--- config.mk ---
export PLATFORM = sky130hd
export DESIGN_NAME = wp_chain_unit
export DESIGN_NICKNAME = d
export VERILOG_FILES = /design/src/rtl/wpc_pkg.sv /design/src/rtl/wpc_cell.sv /design/src/rtl/wpc_counter.sv /design/src/rtl/wp_chain_unit.sv
export SDC_FILE = /design/constraint.sdc
export NUM_CORES = 1
export LEC_CHECK = 0
export BUFFER_PORTS_ARGS = -buffer_cell sky130_fd_sc_hd__buf_4
export CORE_ASPECT_RATIO = 0.75
export CORE_MARGIN = 4
export CORE_UTILIZATION = 35
export CTS_CLUSTER_DIAMETER = 40
export DETAILED_ROUTE_END_ITERATION = 10
export GPL_TIMING_DRIVEN = 0
export PLACE_DENSITY = 0.54
export REMOVE_ABC_BUFFERS = 1
export SYNTH_ARGS = -nofsm -noshare
export SYNTH_HDL_FRONTEND = slang
export SYNTH_SLANG_ARGS = --single-unit
--- constraint.sdc ---
create_clock -name clk -period 10.55 [get_ports clk]
set_clock_uncertainty 0.2 [all_clocks]
set_input_delay 1.5825 -clock clk [delete_from_list [all_inputs] [get_ports clk]]
set_output_delay 1.5825 -clock clk [all_outputs]
set_load 0.01 [all_outputs]
--- src/rtl/wpc_pkg.sv ---
`timescale 1ns/1ps
package wpc_pkg;

    typedef enum logic [1:0] {
        CH_SOLO = 2'd0,
        CH_AND  = 2'd1,
        CH_OR   = 2'd2,
        CH_OFF  = 2'd3
    } chain_e;

    localparam logic [1:0] ADDR_MODE = 2'd0;
    localparam logic [1:0] ADDR_CTRL = 2'd1;
    localparam logic [1:0] ADDR_CNT0 = 2'd2;
    localparam logic [1:0] ADDR_CNT1 = 2'd3;

endpackage

--- src/rtl/wpc_cell.sv ---
`timescale 1ns/1ps
module wpc_cell
    import wpc_pkg::*;
(
    input  logic       own_i,
    input  logic       link_i,
    input  logic [1:0] mode_i,
    output logic       res_o
);

    always_comb begin
        case (chain_e'(mode_i))
            CH_SOLO: res_o = own_i;
            CH_AND:  res_o = own_i & link_i;
            CH_OR:   res_o = own_i | link_i;
            default: res_o = 1'b0;
        endcase
    end

endmodule

--- src/rtl/wpc_counter.sv ---
`timescale 1ns/1ps
module wpc_counter #(
    parameter int CNT_W = 16,
    parameter int INC_W = 4
) (
    input  logic               clk,
    input  logic               rst_n,
    input  logic               wr_en_i,
    input  logic [2*CNT_W-1:0] wr_data_i,
    input  logic [INC_W-1:0]   inc_i,
    output logic [CNT_W-1:0]   cnt_o,
    output logic [CNT_W-1:0]   match_o,
    output logic               eq_o
);

    typedef struct packed {
        logic [CNT_W-1:0] cnt;
        logic [CNT_W-1:0] mat;
    } cnt_st_t;

    cnt_st_t st_d, st_q;

    always_comb begin
        st_d = st_q;
        if (wr_en_i) begin
            st_d.cnt = wr_data_i[CNT_W-1:0];
            st_d.mat = wr_data_i[2*CNT_W-1:CNT_W];
        end else begin
            st_d.cnt = st_q.cnt + {{(CNT_W-INC_W){1'b0}}, inc_i};
        end
    end

    always_ff @(posedge clk or negedge rst_n) begin
        if (!rst_n) st_q <= '0;
        else        st_q <= st_d;
    end

    assign cnt_o   = st_q.cnt;
    assign match_o = st_q.mat;
    assign eq_o    = (st_q.cnt == st_q.mat);

endmodule

--- src/rtl/wp_chain_unit.sv ---
`timescale 1ns/1ps
module wp_chain_unit
    import wpc_pkg::*;
#(
    parameter int NUM_CMP = 8,
    parameter int CNT_W   = 16,
    parameter int REG_W   = 32
) (
    input  logic                 clk,
    input  logic                 rst_n,
    input  logic                 eval_i,
    input  logic [NUM_CMP-1:0]   hit_i,
    input  logic                 ext_hit_i,
    input  logic                 cfg_we_i,
    input  logic [1:0]           cfg_addr_i,
    input  logic [REG_W-1:0]     cfg_wdata_i,
    output logic [REG_W-1:0]     cfg_rdata_o,
    output logic [NUM_CMP+2:0]   wp_o,
    output logic                 brk_o
);

    localparam int NWP   = NUM_CMP + 3;
    localparam int INC_W = $clog2(NWP + 1);

    typedef struct packed {
        logic [2*NWP-1:0] mode;
        logic [NWP-1:0]   asg;
        logic [NWP-1:0]   bg;
        logic [1:0]       en;
        logic [NWP-1:0]   wp;
        logic             brk;
    } st_t;

    st_t s_d, s_q;

    logic [NWP-1:0]   own;
    logic [NWP-1:0]   wp_new;
    logic [NWP-1:0]   rise;
    logic [1:0]       cnt_eq;
    logic [CNT_W-1:0] cnt_cur [2];
    logic [CNT_W-1:0] mat_cur [2];
    logic [INC_W-1:0] inc     [2];

    assign own  = {ext_hit_i, cnt_eq[1], cnt_eq[0], hit_i};
    assign rise = wp_new & ~s_q.wp;

    // Cascaded chain: each cell links to the fresh result of the one below.
    for (genvar i = 0; i < NWP; i++) begin : g_cell
        logic link;
        if (i == 0) begin : g_base
            assign link = own[0];
        end else begin : g_up
            assign link = wp_new[i-1];
        end
        wpc_cell u_cell (
            .own_i  (own[i]),
            .link_i (link),
            .mode_i (s_q.mode[2*i +: 2]),
            .res_o  (wp_new[i])
        );
    end

    always_comb begin
        inc[0] = '0;
        inc[1] = '0;
        if (eval_i) begin
            if (s_q.en[0]) inc[0] = INC_W'($countones(rise & ~s_q.asg));
            if (s_q.en[1]) inc[1] = INC_W'($countones(rise &  s_q.asg));
        end
    end

    for (genvar k = 0; k < 2; k++) begin : g_cnt
        wpc_counter #(
            .CNT_W (CNT_W),
            .INC_W (INC_W)
        ) u_cnt (
            .clk       (clk),
            .rst_n     (rst_n),
            .wr_en_i   (cfg_we_i && (cfg_addr_i == ADDR_CNT0 + 2'(k))),
            .wr_data_i (cfg_wdata_i[2*CNT_W-1:0]),
            .inc_i     (inc[k]),
            .cnt_o     (cnt_cur[k]),
            .match_o   (mat_cur[k]),
            .eq_o      (cnt_eq[k])
        );
    end

    always_comb begin
        s_d     = s_q;
        s_d.brk = 1'b0;
        if (eval_i) begin
            s_d.wp  = wp_new;
            s_d.brk = |(rise & s_q.bg);
        end
        if (cfg_we_i) begin
            case (cfg_addr_i)
                ADDR_MODE: s_d.mode = cfg_wdata_i[2*NWP-1:0];
                ADDR_CTRL: begin
                    s_d.asg = cfg_wdata_i[NWP-1:0];
                    s_d.bg  = cfg_wdata_i[2*NWP-1:NWP];
                    s_d.en  = cfg_wdata_i[2*NWP+1:2*NWP];
                end
                default: ;
            endcase
        end
    end

    always_ff @(posedge clk or negedge rst_n) begin
        if (!rst_n) s_q <= '0;
        else        s_q <= s_d;
    end

    always_comb begin
        cfg_rdata_o = '0;
        case (cfg_addr_i)
            ADDR_MODE: cfg_rdata_o[2*NWP-1:0] = s_q.mode;
            ADDR_CTRL: cfg_rdata_o[2*NWP+1:0] = {s_q.en, s_q.bg, s_q.asg};
            ADDR_CNT0: cfg_rdata_o[2*CNT_W-1:0] = {mat_cur[0], cnt_cur[0]};
            default:   cfg_rdata_o[2*CNT_W-1:0] = {mat_cur[1], cnt_cur[1]};
        endcase
    end

    assign wp_o  = s_q.wp;
    assign brk_o = s_q.brk;

endmodule

==> results of run 1 <==
## sequential cells by signal, summed over array words and instances, names as in the netlist
signal,flops
brk_o,1
wp_o,11
g_cnt.u_cnt.cnt_o,32
s_q,46
g_cnt.u_cnt.match_o,32
## cells in the final DEF (no fill, tap or decap), drive strengths merged, types with 5 or more instances in the layout
cell / count
nor2b: 27
buf: 97
mux4: 22
nand2: 36
nand2b: 14
inv: 32
dfrtp: 122
a21oi: 45
or3: 5
and3: 6
mux2i: 9
mux2: 81
clkinv: 6
ha: 10
nand4: 10
clkbuf: 21
nor2: 63
fa: 16
nand3: 7
xor2: 36
o21ai: 13
xnor2: 26
and2: 5
nor4: 5
## cell families (layout without fill, tap and decap cells)
family	after synthesis	count (layout)
buf+inv	70	161
compound gates	87	87
flops	122	122
fa+ha+maj	26	26
mux	112	112
xor+xnor	62	62
simple gates	189	189
## layer usage
metal | vias up | routed length, um | GRT usage
li1 | 2492 | - | -
met1 | 2738 | 11100 | 0.299
met2 | 221 | 9390 | 0.278
met3 | 20 | 1650 | 0.0462
met4 | 0 | 213 | 0.0437
met5 | - | 0 | 0
## how the worst min path moves through the flow
stage          cells past startpoint  slack, ns                   to
4_1_cts                            1       0.34  s_q[22]$_DFFE_PN0P_
6_report                           1       0.34  s_q[22]$_DFFE_PN0P_
3_3_place_gp                       1       0.32  s_q[24]$_DFFE_PN0P_
3_5_place_dp                       1       0.32  s_q[24]$_DFFE_PN0P_
5_1_grt                            1       0.35  s_q[19]$_DFFE_PN0P_
2_1_floorplan                      1       0.29  s_q[24]$_DFFE_PN0P_
## area by class of cell
| cell class | instances | area, sq um | share of cell area |
|---|---|---|---|
| well taps | 282 | 353 | 0.0396 |
| multi-input cells | 476 | 4000 | 0.449 |
| clock buffers | 21 | 470 | 0.0527 |
| repair buffers | 97 | 800 | 0.0896 |
| clock inverters | 11 | 120 | 0.0135 |
| inverters | 32 | 120 | 0.0135 |
| flip-flops and latches | 122 | 3050 | 0.342 |
## synth_stat cells, types with 2 or more instances
| library cell | count | area share |
|---|---|---|
| dfrtp_1 | 122 | 0.41 |
| mux2_2 | 81 | 0.12 |
| nor2_1 | 63 | 0.032 |
| a21oi_1 | 45 | 0.031 |
| nand2_1 | 36 | 0.018 |
| xor2_1 | 35 | 0.042 |
| inv_1 | 32 | 0.016 |
| nor2b_1 | 27 | 0.023 |
| xnor2_1 | 26 | 0.031 |
| mux4_2 | 22 | 0.067 |
| clkbuf_1 | 21 | 0.011 |
| fa_1 | 16 | 0.044 |
| nand2b_1 | 14 | 0.012 |
| o21ai_0 | 12 | 0.0082 |
| buf_4 | 11 | 0.011 |
| ha_1 | 10 | 0.017 |
| nand4_1 | 10 | 0.0085 |
| mux2i_1 | 9 | 0.012 |
| nand3_1 | 7 | 0.0048 |
| and3_1 | 6 | 0.0051 |
| and2_1 | 5 | 0.0043 |
| or3_1 | 5 | 0.0043 |
| a221oi_1 | 4 | 0.0048 |
| a22oi_1 | 3 | 0.0031 |
| buf_1 | 3 | 0.0015 |
| nor3b_1 | 3 | 0.0031 |
| nor4_1 | 3 | 0.0026 |
| or2_2 | 3 | 0.0026 |
| a21o_1 | 2 | 0.0020 |
| a22o_1 | 2 | 0.0024 |
| a31oi_1 | 2 | 0.0017 |
| a32oi_1 | 2 | 0.0024 |
| a41oi_1 | 2 | 0.0024 |
| buf_2 | 2 | 0.0014 |
| nand3b_1 | 2 | 0.0020 |
| nor4_2 | 2 | 0.0034 |
| or3b_1 | 2 | 0.0024 |
## power by group
part           switching, W  internal, W  leakage [nW]
sequential         0.000159     0.000577          1.42
combinational      0.000295     0.000311          2.07
clock              0.000219     0.000365         0.285
## through the flow
stage                     setup WS, ns  instances
after floorplan                   3.15        630
after global placement            1.85       1002
after detailed placement          1.92       1009
after CTS                         2.33       1041
after global routing              1.86       1041
final                             2.31       1041
==> impl_metrics.ini, run 1 <==
[run_status]
outcome = completed

[sta]
min_period_ns = 8.24
setup_viol = 0
hold_ws_ns = 0.345
hold_viol = 0
max_freq_mhz = 121
rsz0062_at_grt = false
setup-tns-final_ns = 0
slew_headroom = 0.396
fin_crit_sh = 0.781
report.final.slew_viol_count = 0
tightest_slew_ns = 0.903

[worst_setup_path]
slowest_delay_ns = 0.62
crit_cells = 25
end_kind = flip-flop
arrival_ns = 8.33
r2r-start = g_cnt[0].u_cnt.cnt_o[9]$_DFF_PN0_
crit_family = adder cells
crit_buf_inv = 2
startpoint_type = primary input
crit_start = hit_i[1]
crit_fanout = 7
crit_path_frequent_cell = fa_1
reg2reg_slack_ns = 2.88
cp_data_required_time_ns = 10.64
crit_path_end = g_cnt[0].u_cnt.cnt_o[15]$_DFF_PN0_
timing.rr.end = g_cnt[0].u_cnt.cnt_o[15]$_DFF_PN0_
rr_worst_depth = 24
critPathKind = in -> reg
crit_slowest_cell = o21ai_0

[global_routing]
grt_max_degree = 63
antenna_found_initial = 0
grt_pass1_wl_um = 34300
gr-usage-all-layers = 0.195
grt_overflow_total = 0
grt_pass1_vias = 5659

[synthesis]
synth_fa_ha_area_frac = 0.0605
synth_edf_count = 0
yosys_most_used_dff = dfrtp_1
syn_area_sq_um = 7360
yosysUniqueCellTypes = 53
yosys_warnings = 0
yosys.area_share.simple = 0.129
synth.area.mux_share = 0.204
yosys_register_bits = 122
postSynthCellCount = 668
synth_top_family_by_area = multiplexers
synth_compound_area_frac = 0.0743
synth.avg_cell_area_sq_um = 11.0
async_reset_ff_frac = 1.00
yosysSeqAreaShare = 0.415
synthXorXnorAreaFrac = 0.0748

[floorplan]
start_util = 0.360
die_w_um = 175
die_h_um = 134
core_sq_um = 20400
dieArea_sq_um = 23400
rows = 45
ios = 91

[cts]
clock_path_buffers = 2
h-tree-depth = 4
cts.sinks = 122
clk_latency_ns = 0.42
cts-resized-gates = 0
cts_root_buf = clkbuf_16
hold_buffers = 0
cts-buffers-inserted = 17
cts_tree = yes
clk_pin_slew_ns = 0.05
cts_setup_buffers = 0

[cells_and_area]
design_area_sq_um = 8920
antenna_cells = 0
fill_cells = 1945
drive_above_1_share = 0.320
final_util = 0.436
area_growth_pct = 21.2
nets = 819

[detailed_routing]
final_antenna_net_count = 0
wl_per_cell_um = 21.5
drc_errors = 0
drtPass1Iterations = 5
drt_iter0_drc = 428
avgViaCountPerCell = 5.26
vias = 5471
routed_wirelength_um = 22400

[place]
portBuffers = 90
gp_congestion = 0.876
postPlaceCellArea_sq_um = 8330
place_hpwl_um = 16900

[pwr]
fin_total_pwr_w = 0.00193
p_per_area_nw_per_um2 = 216
ir_drop_v = 0.0000955
leakage_nw = 3.78

[hold_path]
hp-class = reg -> reg
worstHoldStart = s_q[22]$_DFFE_PN0P_

[run]
drv_cap = 0
Note: power is estimated with default switching activity, not from simulation.
==> run 2: changes to the inputs <==
Settings changed: ABC_AREA set to 1.
Clock period 10.55 ns to 7.85 ns, I/O delays scaled along.
==> run 2 against run 1 <==
  * Setup slack worse by 2.2 ns
  * Core utilization is 2.0 points higher
  * Die area is 4.4% lower
  * Flip-flop and latch count stayed put
  * Power is 25% higher
  * Via count is 17% higher
  * Synthesized area is 4.6% lower
  * Hold slack worse by 0.057 ns
  * Sequential share of layout area hardly changed
  * Critical path depth is 18 higher
  * Global-route usage is 1.9 points higher
  * Critical path type unchanged
  * Critical endpoint unchanged
==> impl_metrics.ini, run 2 <==
[cts]
h-tree-depth = 4
cts_root_buf = clkbuf_16
clk_pin_slew_ns = 0.06
clk_latency_ns = 0.42
cts_tree = yes
cts-buffers-inserted = 17
hold_buffers = 0
clock_path_buffers = 2
cts.sinks = 122

[synthesis]
yosys_most_used_dff = dfrtp_1
synth_common_cells = nand2_1, o21ai_0, dfrtp_1, inv_1, xor2_1
syn_area_sq_um = 7020
yosys_register_bits = 122
synth_edf_count = 0
yosysTopAreaCell = dfrtp_1
synthTopCellsByArea = dfrtp_1, nand2_1, o21ai_0
synth_most_common_cell = nand2_1
synth_top_area_frac = 0.435
synth.avg_cell_area_sq_um = 8.04
async_reset_ff_frac = 1.00
yosys_warnings = 0
yosysUniqueCellTypes = 30
postSynthCellCount = 873
yosysSeqAreaShare = 0.435

[global_routing]
grt_pass1_vias = 6134
antenna_found_initial = 0
grt_overflow_total = 0
use_met2 = 0.318
grt_use_met3 = 0.0460
grt_pass1_wl_um = 36000
grt_max_degree = 74
gr-usage-all-layers = 0.214
grt_use_met1 = 0.316
top_usage_layer = met2

[place]
gp_congestion = 0.908
portBuffers = 90
place_hpwl_um = 17300
dp.cells = 1179

[pwr]
ir_drop_v = 0.000148
leakage_nw = 4.20
p_per_area_nw_per_um2 = 269

[hold_path]
hp-class = reg -> reg

[detailed_routing]
final_antenna_net_count = 0
routed_wirelength_um = 23700
avgViaCountPerCell = 5.22
wl_per_cell_um = 19.4
vias = 6390
drt_iter0_drc = 578
drtPass1Iterations = 7
drc_errors = 0

[cells_and_area]
area_growth_pct = 27.2
layout_common_cells = nand2_1, o21ai_0, dfrtp_1
finalNonFillerCells = 1224
final_util = 0.457
layout_commonest_cell = nand2_1
drive_above_1_share = 0.228
antenna_cells = 0
nets = 1031
largest_register_ffs = 46
top_register = s_q

[sta]
min_period_ns = 7.74
tightest_slew_ns = 1.28
fin_crit_sh = 0.986
report.final.slew_viol_count = 0
setup_viol = 0
hold_viol = 0
rsz0062_at_grt = true
hold_ws_ns = 0.287
slew_headroom = 0.149
max_freq_mhz = 129

[floorplan]
rows = 44
core_sq_um = 19500
dieArea_sq_um = 22400
die_w_um = 172
ios = 91
die_h_um = 131
start_util = 0.359

[worst_setup_path]
crit_slowest_cell = fa_1
startpoint_type = primary input
arrival_ns = 7.87
critPathKind = in -> reg
crit_fanout = 3
reg2reg_slack_ns = 0.40
crit_path_frequent_cell = nand2_2
end_kind = flip-flop
cp_data_required_time_ns = 7.98
slowest_delay_ns = 0.52

[run]
drv_cap = 0

[run_status]
outcome = completed
==> run 2: changes by cell type after synthesis, sizes merged, moves of 10 or more <==
cell / previous run / this run
nand2b: 14 / 0
mux2: 81 / 1
o21ai: 13 / 131
a21oi: 45 / 11
nand3: 7 / 28
clkbuf: 21 / 31
nand2: 36 / 237
inv: 32 / 107
nor2: 63 / 39
mux4: 22 / 0
nor2b: 27 / 0
o22ai: 0 / 14
xnor2: 26 / 2
==> run 2: area by class of cell <==
type                    instances  area [sq um]
inverters                     110           413
clock inverters                11           145
clock buffers                  21           460
fillers                      1976         10600
well taps                     253           317
multi-input cells             599          3650
flip-flops and latches        122          3050
repair buffers                108           885
==> run 2: timing repair <==
action                     CTS  global route
pin swaps                   16            43
setup endpoints to repair    6            15
setup buffers                5             8
resized for setup           20            54
==> run 2: power breakdown <==
part	internal [W]	total (W)	switching, W
Combinational	0.000290	0.000684	0.000394
Clock	0.000515	0.000817	0.000302
Sequential	0.000748	0.000904	0.000156
==> run 2: worst paths after layout <==
path	start	endpoint	cells past startpoint
setup / recovery	hit_i[0]	g_cnt[0].u_cnt.cnt_o[15]$_DFF_PN0_	43
setup reg to reg	s_q[37]$_DFFE_PN0P_	g_cnt[0].u_cnt.cnt_o[15]$_DFF_PN0_	43
max in group asynchronous	rst_n	g_cnt[1].u_cnt.match_o[13]$_DFFE_PN0P_	2
hold reg to reg	s_q[23]$_DFFE_PN0P_	s_q[23]$_DFFE_PN0P_	2
min in group asynchronous	rst_n	g_cnt[1].u_cnt.match_o[0]$_DFFE_PN0P_	1
hold / removal	s_q[23]$_DFFE_PN0P_	s_q[23]$_DFFE_PN0P_	2
==> run 2: metrics by stage <==
step	power, W	TNS (ns)	area (sq um)	worst slack, ns
after floorplan	0.00124	0	6820	0.247
after global placement	0.00151	-5.74	7810	-0.757
after detailed placement	0.00152	-5.59	7930	-0.786
after CTS	0.00235	-0.0272	8650	-0.0272
after global routing	0.00254	-1.45	8930	-0.359
final	0.00240	0	8930	0.112
==> run 2: cell families (layout without fill, tap and decap cells) <==
group,Yosys count,after routing,synth area share
compound gates,185,185,0.149
simple gates,345,345,0.212
xor+xnor,42,42,0.0524
fa+ha+maj,26,26,0.0635
buf+inv,152,250,0.0872
mux,1,1,0.00160
flops,122,122,0.435
==> run 2: routing by layer <==
layer	wire length [um]	part of all wire	vias to the layer above
li1	-	-	3025
met1	11400	0.48	3143
met2	10400	0.44	193
met3	1450	0.061	29
met4	422	0.018	0
met5	0	0	-
==> run 2: critical path, delay by kind of cell <==
family          cells  cell delay (ns)
simple gates       30             3.30
fa+ha+maj           6             2.55
compound gates      4             0.48
buf+inv             2             0.18
xor+xnor            1             0.16
